`config.mk`:
```
export PLATFORM = sky130hd
export DESIGN_NAME = ptw_walker
export DESIGN_NICKNAME = d
export VERILOG_FILES = /design/src/rtl/ptw_pkg.sv /design/src/rtl/ptw_fsm.sv /design/src/rtl/ptw_addr_gen.sv /design/src/rtl/ptw_fault_reg.sv /design/src/rtl/ptw_walker.sv
export SDC_FILE = /design/constraint.sdc
export NUM_CORES = 1
export LEC_CHECK = 0
export BUFFER_PORTS_ARGS = -buffer_cell sky130_fd_sc_hd__buf_2
export CAP_MARGIN = 25
export CORE_MARGIN = 5
export CORE_UTILIZATION = 45
export CTS_CLUSTER_SIZE = 40
export DETAILED_ROUTE_END_ITERATION = 10
export PLACE_DENSITY_LB_ADDON = 0.12
export SYNTH_ARGS = -nofsm -noshare
export SYNTH_HDL_FRONTEND = slang
export SYNTH_SLANG_ARGS = --single-unit
```
`constraint.sdc`:
```
create_clock -name clk -period 6.6 [get_ports clk]
set_input_delay 0.99 -clock clk [delete_from_list [all_inputs] [get_ports clk]]
set_output_delay 0.99 -clock clk [all_outputs]
set_load 0.1 [all_outputs]
```
`src/rtl/ptw_pkg.sv`:
```
// Shared types for the page table walker.
// Assumes entries are four bytes, so a page holds exactly one table.
package ptw_pkg;

    typedef enum logic [2:0] {
        ST_IDLE  = 3'd0,
        ST_DIR   = 3'd1,
        ST_TBL   = 3'd2,
        ST_DONE  = 3'd3,
        ST_FAULT = 3'd4
    } walk_state_e;

    localparam int ENTRY_BYTES_LOG2 = 2;

endpackage

```
`src/rtl/ptw_fsm.sv`:
```
// Walk sequencer: idle, directory read, table read, then done or fault.
// Assumes read data is valid in the cycle mem_rd_ready is high.
module ptw_fsm
    import ptw_pkg::*;
(
    input  logic        clk,
    input  logic        rst_n,
    input  logic        req_valid,
    input  logic        paging_on,
    input  logic        mem_rd_ready,
    input  logic        entry_present,
    output walk_state_e state,
    output logic        accept,
    output logic        dir_take,
    output logic        tbl_take,
    output logic        go_fault
);

    walk_state_e state_nxt;
    logic        reading;

    // Decode the handshake events of the current state.
    always_comb begin
        reading  = (state == ST_DIR) || (state == ST_TBL);
        accept   = (state == ST_IDLE) && req_valid;
        dir_take = (state == ST_DIR) && mem_rd_ready && entry_present;
        tbl_take = (state == ST_TBL) && mem_rd_ready && entry_present;
        go_fault = reading && mem_rd_ready && !entry_present;
    end

    // Choose the next walk state.
    always_comb begin
        state_nxt = state;
        unique case (state)
            ST_IDLE: begin
                if (accept) begin
                    state_nxt = paging_on ? ST_DIR : ST_DONE;
                end
            end
            ST_DIR: begin
                if (go_fault) begin
                    state_nxt = ST_FAULT;
                end else if (dir_take) begin
                    state_nxt = ST_TBL;
                end
            end
            ST_TBL: begin
                if (go_fault) begin
                    state_nxt = ST_FAULT;
                end else if (tbl_take) begin
                    state_nxt = ST_DONE;
                end
            end
            ST_DONE:  state_nxt = ST_IDLE;
            ST_FAULT: state_nxt = ST_IDLE;
            default:  state_nxt = ST_IDLE;
        endcase
    end

    // State register with synchronous reset.
    always_ff @(posedge clk) begin
        if (!rst_n) begin
            state <= ST_IDLE;
        end else begin
            state <= state_nxt;
        end
    end

endmodule

```
`src/rtl/ptw_addr_gen.sv`:
```
// Holds the captured request and builds entry and physical addresses.
// Assumes VA_W = 3*IDX_W + 2 so the offset field is IDX_W + 2 bits.
module ptw_addr_gen
    import ptw_pkg::*;
#(
    parameter int IDX_W = 10,
    parameter int VA_W  = 3 * IDX_W + 2
) (
    input  logic              clk,
    input  logic              rst_n,
    input  walk_state_e       state,
    input  logic              accept,
    input  logic              dir_take,
    input  logic              tbl_take,
    input  logic              paging_on,
    input  logic [VA_W-1:0]   req_vaddr,
    input  logic [VA_W-1:0]   dir_base,
    input  logic [VA_W-1:0]   rd_data,
    output logic [VA_W-1:0]   rd_addr,
    output logic [VA_W-1:0]   va_held,
    output logic [VA_W-1:0]   phys_addr
);

    localparam int OFF_W  = IDX_W + ENTRY_BYTES_LOG2;
    localparam int BASE_W = VA_W - OFF_W;
    localparam int PAD_W  = VA_W - IDX_W - ENTRY_BYTES_LOG2;

    logic [VA_W-1:0]   va_q;
    logic [VA_W-1:0]   base_q;
    logic [BASE_W-1:0] tbl_base_q;
    logic [VA_W-1:0]   phys_q;
    logic [IDX_W-1:0]  dir_idx;
    logic [IDX_W-1:0]  tbl_idx;
    logic [VA_W-1:0]   dir_addr;
    logic [VA_W-1:0]   tbl_addr;

    // Split the held linear address into its two indices.
    always_comb begin
        dir_idx = va_q[VA_W-1 -: IDX_W];
        tbl_idx = va_q[OFF_W +: IDX_W];
    end

    // Entry addresses: directory base plus scaled index; table base joined with index.
    always_comb begin
        dir_addr = base_q + {{PAD_W{1'b0}}, dir_idx, {ENTRY_BYTES_LOG2{1'b0}}};
        tbl_addr = {tbl_base_q, tbl_idx, {ENTRY_BYTES_LOG2{1'b0}}};
        rd_addr  = (state == ST_TBL) ? tbl_addr : dir_addr;
    end

    // Capture the request, the table base and the final frame.
    always_ff @(posedge clk) begin
        if (!rst_n) begin
            va_q       <= '0;
            base_q     <= '0;
            tbl_base_q <= '0;
            phys_q     <= '0;
        end else begin
            if (accept) begin
                va_q   <= req_vaddr;
                base_q <= dir_base;
                if (!paging_on) begin
                    phys_q <= req_vaddr;
                end
            end
            if (dir_take) begin
                tbl_base_q <= rd_data[VA_W-1:OFF_W];
            end
            if (tbl_take) begin
                phys_q <= {rd_data[VA_W-1:OFF_W], va_q[OFF_W-1:0]};
            end
        end
    end

    assign va_held   = va_q;
    assign phys_addr = phys_q;

endmodule

```
`src/rtl/ptw_fault_reg.sv`:
```
// Status register for the linear address of the most recent fault.
// Assumes go_fault and accept never occur in the same cycle.
module ptw_fault_reg #(
    parameter int VA_W = 32
) (
    input  logic            clk,
    input  logic            rst_n,
    input  logic            go_fault,
    input  logic            accept,
    input  logic [VA_W-1:0] va_held,
    output logic [VA_W-1:0] fault_addr
);

    // Latch on fault, clear when the next request is taken.
    always_ff @(posedge clk) begin
        if (!rst_n) begin
            fault_addr <= '0;
        end else if (go_fault) begin
            fault_addr <= va_held;
        end else if (accept) begin
            fault_addr <= '0;
        end
    end

endmodule

```
`src/rtl/ptw_walker.sv`:
```
// Top of the two-level page table walker.
// Assumes one outstanding memory read and four-byte entries with present in bit 0.
module ptw_walker
    import ptw_pkg::*;
#(
    parameter int IDX_W = 10,
    parameter int VA_W  = 3 * IDX_W + 2
) (
    input  logic            clk,
    input  logic            rst_n,
    input  logic            req_valid,
    input  logic [VA_W-1:0] req_vaddr,
    input  logic [VA_W-1:0] dir_base,
    input  logic            paging_on,
    output logic            mem_rd_req,
    output logic [VA_W-1:0] mem_rd_addr,
    input  logic            mem_rd_ready,
    input  logic [VA_W-1:0] mem_rd_data,
    output logic            busy,
    output logic            done,
    output logic [VA_W-1:0] phys_addr,
    output logic            fault,
    output logic [VA_W-1:0] fault_addr
);

    walk_state_e     state;
    logic            accept;
    logic            dir_take;
    logic            tbl_take;
    logic            go_fault;
    logic [VA_W-1:0] va_held;

    ptw_fsm u_fsm (
        .clk           (clk),
        .rst_n         (rst_n),
        .req_valid     (req_valid),
        .paging_on     (paging_on),
        .mem_rd_ready  (mem_rd_ready),
        .entry_present (mem_rd_data[0]),
        .state         (state),
        .accept        (accept),
        .dir_take      (dir_take),
        .tbl_take      (tbl_take),
        .go_fault      (go_fault)
    );

    ptw_addr_gen #(.IDX_W(IDX_W), .VA_W(VA_W)) u_addr (
        .clk       (clk),
        .rst_n     (rst_n),
        .state     (state),
        .accept    (accept),
        .dir_take  (dir_take),
        .tbl_take  (tbl_take),
        .paging_on (paging_on),
        .req_vaddr (req_vaddr),
        .dir_base  (dir_base),
        .rd_data   (mem_rd_data),
        .rd_addr   (mem_rd_addr),
        .va_held   (va_held),
        .phys_addr (phys_addr)
    );

    ptw_fault_reg #(.VA_W(VA_W)) u_fault (
        .clk        (clk),
        .rst_n      (rst_n),
        .go_fault   (go_fault),
        .accept     (accept),
        .va_held    (va_held),
        .fault_addr (fault_addr)
    );

    // Status outputs decoded from the walk state.
    always_comb begin
        busy       = (state != ST_IDLE);
        mem_rd_req = (state == ST_DIR) || (state == ST_TBL);
        done       = (state == ST_DONE);
        fault      = (state == ST_FAULT);
    end

endmodule

```
After elaboration in Yosys (flattened, before gate mapping)
Index checks and enable logic that the tools add are counted.
- register bits after elaboration: 151
- input bits: 101
- output and inout port bits: 100
- word-level logic and storage cells: 43
- add/subtract/negate cells: 1
- eq/ne operators: 8
- multiplexer cells: 13
- reduce and logical (&&, ||, !) cells: 15
- operators with widths (kind ; number):
    $mux 32 ; 6
    $add 32x12->32 ; 1
    $mux 3 ; 5
    $pmux 3 s3 ; 1
    $logic_and 1x1->1 ; 7
    $eq 3x2->1 const B ; 2
    $ne 3x3->1 const B ; 2
    $reduce_bool 2->1 ; 2
    $eq 3x1->1 const B ; 1
    $eq 3x3->1 const B ; 1
    $logic_not 3->1 ; 1
    $reduce_and 3->1 ; 1
    $reduce_bool 3->1 ; 1
    $mux 2 ; 1
    $ne 2x1->1 const B ; 1
    $ne 2x2->1 const B ; 1
    $reduce_and 2->1 ; 1
    $logic_not 1->1 ; 1
    $logic_or 1x1->1 ; 1

Longest topological paths before layout
- depth after elaboration: 6
- depth in mapped cells: 9
- gate-level depth less buffers: 8

Hierarchy
From an unflattened synthesis, not the netlist that was laid out.
- cell total of the unflattened synthesis: 781
- area, all modules: 7678.6 um2
- modules (own cells, without submodules) (module ; instances ; cells an instance ; area an instance (um2) ; sequential area each (um2)):
    ptw_addr_gen ; 1 ; 611 ; 5845.6 ; 2322.2
    ptw_fault_reg ; 1 ; 143 ; 1619.1 ; 640.6
    ptw_fsm ; 1 ; 21 ; 180.2 ; 60.1
    ptw_walker ; 1 ; 6 ; 33.8 ; 0.0

Least setup slack after synthesis
OpenSTA, ideal clock, no wires.
- kind: register to output
- start point: reg u_addr.base_q[2]
- end point: out mem_rd_addr[12]
- arrival: 3.957 ns
- required time: 5.610 ns
- slack: 1.653 ns
- stages on the path, launching flop included: 9
- path buffers: 0
- cell sequence: dfxtp_1 ha_1 fa_1 a21o_1 a21oi_1 o21a_1 o21ai_0 xnor2_1 o21ai_0
- longest elaborated chain between the ends: 2
- ends and longest elaborated chain (element ; RTL line ; RTL):
    start: declaration ; ptw_addr_gen.sv:29 ; logic [VA_W-1:0] base_q;
    start signal: assignment ; ptw_addr_gen.sv:60 ; base_q <= dir_base;
    $add 32x12->32 ; ptw_addr_gen.sv:45 ; dir_addr = base_q + {{PAD_W{1'b0}}, dir_idx, {ENTRY_BYTES_LOG2{1'b0}}};
    $mux 32 ; ptw_addr_gen.sv:47 ; rd_addr = (state == ST_TBL) ? tbl_addr : dir_addr;
    end: declaration ; ptw_walker.sv:16 ; output logic [VA_W-1:0] mem_rd_addr,
No other way between the ends.

Worst setup path in the final report
- start point: reg u_addr.va_q[22], in the netlist u_addr.va_held[22]
- end point: out mem_rd_addr[10]
- longest elaborated chain between the ends: 2
- ends and longest elaborated chain (element ; RTL line ; RTL):
    start: declaration ; ptw_addr_gen.sv:28 ; logic [VA_W-1:0] va_q;
    start signal: assignment ; ptw_addr_gen.sv:59 ; va_q <= req_vaddr;
    $add 32x12->32 ; ptw_addr_gen.sv:45 ;
    $mux 32 ; ptw_addr_gen.sv:47 ;
No other way between the ends.

==> impl_metrics.toml <==
[clock_network]
cts-buffers-inserted = 17
clk_pin_slew_ns = 0.06
postCtsResizedCells = 0
cts_buffer_depth = 2
cts_tree = "yes"
clkLatencyLatePin_ns = 0.41
holdBufCountCts = 0
clock-sinks = 151
cts_max_level = 4
cts_root_buf = "clkbuf_16"
post-cts-setup-buffers = 0

[die]
dieArea_mm2 = 0.0177
die_y_um = 133
start_util_pct = 45.3
core_mm2 = 0.0150
fp.dieW_um = 133
ios = 201
fp-row-count = 45

[status]
outcome = "finished, final reports clean"

[finish]
fin_cells = 1190
nets = 1105
fill_cells = 1466
syn_to_final_growth_pct = 23.0
layout-drive-gt1-share_pct = 24.9

[timing]
slew_violations = 0
fmax_ghz = 0.243
hold_violations = 0
worst_pin_slew_ns = 0.856
finClkSkew_ns = 0.00459
maxSlewHeadroom_pct = 42.9
fin_crit_sh_pct = 62.4
rsz0062_at_grt = "false"
fin_setup_tns_ns = 0
finalSetupViolations = 0
fin_crit_ns = 4.12

[worst_setup_path]
slowest_stage = "buf_2"
path_buf_inv = 1
crit_top_cell = "o21ai_0"
worstPathArrival_ns = 3.13
cp.required_ns = 5.61
cp-start-kind = "register"
path_cells = "ha_1 > fa_1 > a21o_1 > a21oi_1 > o21a_1 > o21ai_0 > xnor2_1 > o21ai_0 > buf_2"
cp_max_fo = 3
crit_type = "register to output port"
endpoint_kind = "output port"
slowest_delay_ns = 0.48
cpLargestDelayFamily = "compound AO/OA/AOI/OAI gates"

[flow_run]
cap_violations = 0

[yosys]
synth_edf_count = 0
netlist_area_mm2 = 0.00681
syn_area_per_cell_um2 = 8.14
synth_commonest_cells = "nand2_1, dfxtp_1, a21boi_0"
synth_top_family_by_area = "compound AO/OA/AOI/OAI gates"
synth-xor-area-share_pct = 3.60
muxShareOfSynthArea_pct = 0.496
synthSimpleGateAreaFrac_pct = 20.9
yosys_warnings = 0
postSynth.asyncResetShare_pct = 0
synth_seq_cells = 151
syn-num-nets = 948
synth_cells = 836
yosysTopAreaCellShare_pct = 44.4
yosys.area.top_type = "dfxtp_1"
ys_seq_area_share_pct = 44.4
synth_compound_area_share_pct = 24.3
ys_types = 50
synthFlopType = "dfxtp_1"
post-synth-top-count-cell = "nand2_1"
yosys-top-cells-area = "dfxtp_1, nand2_1, a21boi_0"
synthAdderAreaFrac_pct = 2.13

[place]
port-buffer-count = 189
place_inst = 1162
hpwl_mm = 14.2
place_congestion = 0.831

[drt]
drc = 0
viasPerCell = 5.29
wl_per_cell_um = 17.0
wirelength_mm = 20.2
vias = 6292
dr_wl_met2_mm = 8.98
postRouteAntennaNets = 0
firstDrtPassIters = 5
drt_iter0_drc = 449
top_layer = "met5"
dr_wl_met3_mm = 1.16
met1_length_mm = 9.62

[power]
p_int_mw = 1.92
power_frac_seq_pct = 30.8
powerDensity_mw_per_mm2 = 447
switching_power_mw = 1.83
switching_share_pct = 48.7
p_total_mw = 3.75
ir_drop_mv = 0.278
p_comb_share_pct = 44.6
pwr-share-clk_pct = 24.6
p_leak_nw = 3.51

[grt]
grt_pass1_wl_mm = 31.7
overflow = 0
grt_pass1_vias = 5852
grt_max_degree = 83
track_usage_pct = 22.4
antenna_found_initial = 2

[hold_path]
hold_class = "register to register"
## placed cells by master (no fill, tap or decap), types with 4 or more instances in the layout
master and instances:
nand2_1 244, buf_2 189, dfxtp_1 151, a21boi_0 55, o21ai_0 51, a21oi_1 42, nor2_1 40, a311oi_1 32
a22o_1 27, clkbuf_16 17, xor2_1 14, xnor2_1 14, nand3_1 12, o21ai_1 12, ha_1 10, buf_4 9
nand4_1 7, and3_1 5, inv_1 4
## flip-flops by register name, summed over array words and instances, names as in the netlist
name,flops
u_fault.fault_addr,32
u_addr.tbl_base_q,20
u_addr.base_q,32
u_addr.va_held,32
u_addr.phys_addr,32
u_fsm.state,3
## power groups by stage
stage          clock (mW)  combinational [mW]  sequential, mW
3_3_place_gp            0                1.67            1.17
6_report            0.923                1.67            1.15
5_1_grt             0.981                1.77            1.17
2_1_floorplan           0                1.06            1.47
3_5_place_dp            0                1.68            1.17
4_1_cts             0.939                1.68            1.15
## logic make-up after synthesis
| group | Yosys count |
|---|---|
| and+or+nand+nor | 337 |
| AOI/OAI and AO/OA | 239 |
| DFF | 151 |
| buffers and inverters | 67 |
| xor gates and xnor gates | 28 |
| adders and majority gates | 11 |
| muxes | 3 |
## final timing paths
kind,startpoint,endpoint,slack (ns),cells past startpoint
min,u_addr.base_q[0]$_SDFFE_PN0P_,u_addr.base_q[0]$_SDFFE_PN0P_,0.45,2
max,u_addr.va_held[22]$_SDFFE_PN0P_,mem_rd_addr[10],2.48,9
max reg2reg,u_fsm.state[2]$_SDFFE_PN0P_,u_addr.phys_addr[6]$_SDFFE_PN0P_,4.04,6
min reg2reg,u_addr.base_q[0]$_SDFFE_PN0P_,u_addr.base_q[0]$_SDFFE_PN0P_,0.45,2
## metal layers
layer / global-route usage (%) / vias up
li1: - / 3199
met1: 31.6 / 2875
met2: 33.7 / 185
met3: 5.02 / 31
met4: 8.03 / 2
met5: 0 / -
## worst reg2reg max path, delay by kind of cell, from the launching register on
family	cells	cell delay (ns)
compound gates	1	0.28
buf+inv	1	0.36
flops	1	0.37
simple gates	4	1.45
## cell type report
class	instances	area (µm²)	share of cell area (%)
sequential	151	3020	36.1
clock buffer	22	474	5.66
multi-input combinational	618	3520	42.1
inverter	7	26.3	0.314
tap	188	235	2.81
antenna	1	2.50	0.0299
timing repair buffer	198	1010	12.1
clock inverter	5	75.1	0.897
## through the flow
step                      hold WS, ns  util [%]  instance area, µm²  setup slack [ns]
after floorplan                 0.432         -                6810              1.65
after global placement          0.439      52.0                7820              2.93
after detailed placement        0.442      52.0                7820              2.96
after CTS                       0.450      55.7                8370              2.47
after global routing            0.464      55.7                8370              2.30
final                           0.453      55.7                8370              2.48
Note: power is estimated with default switching activity, not from simulation.
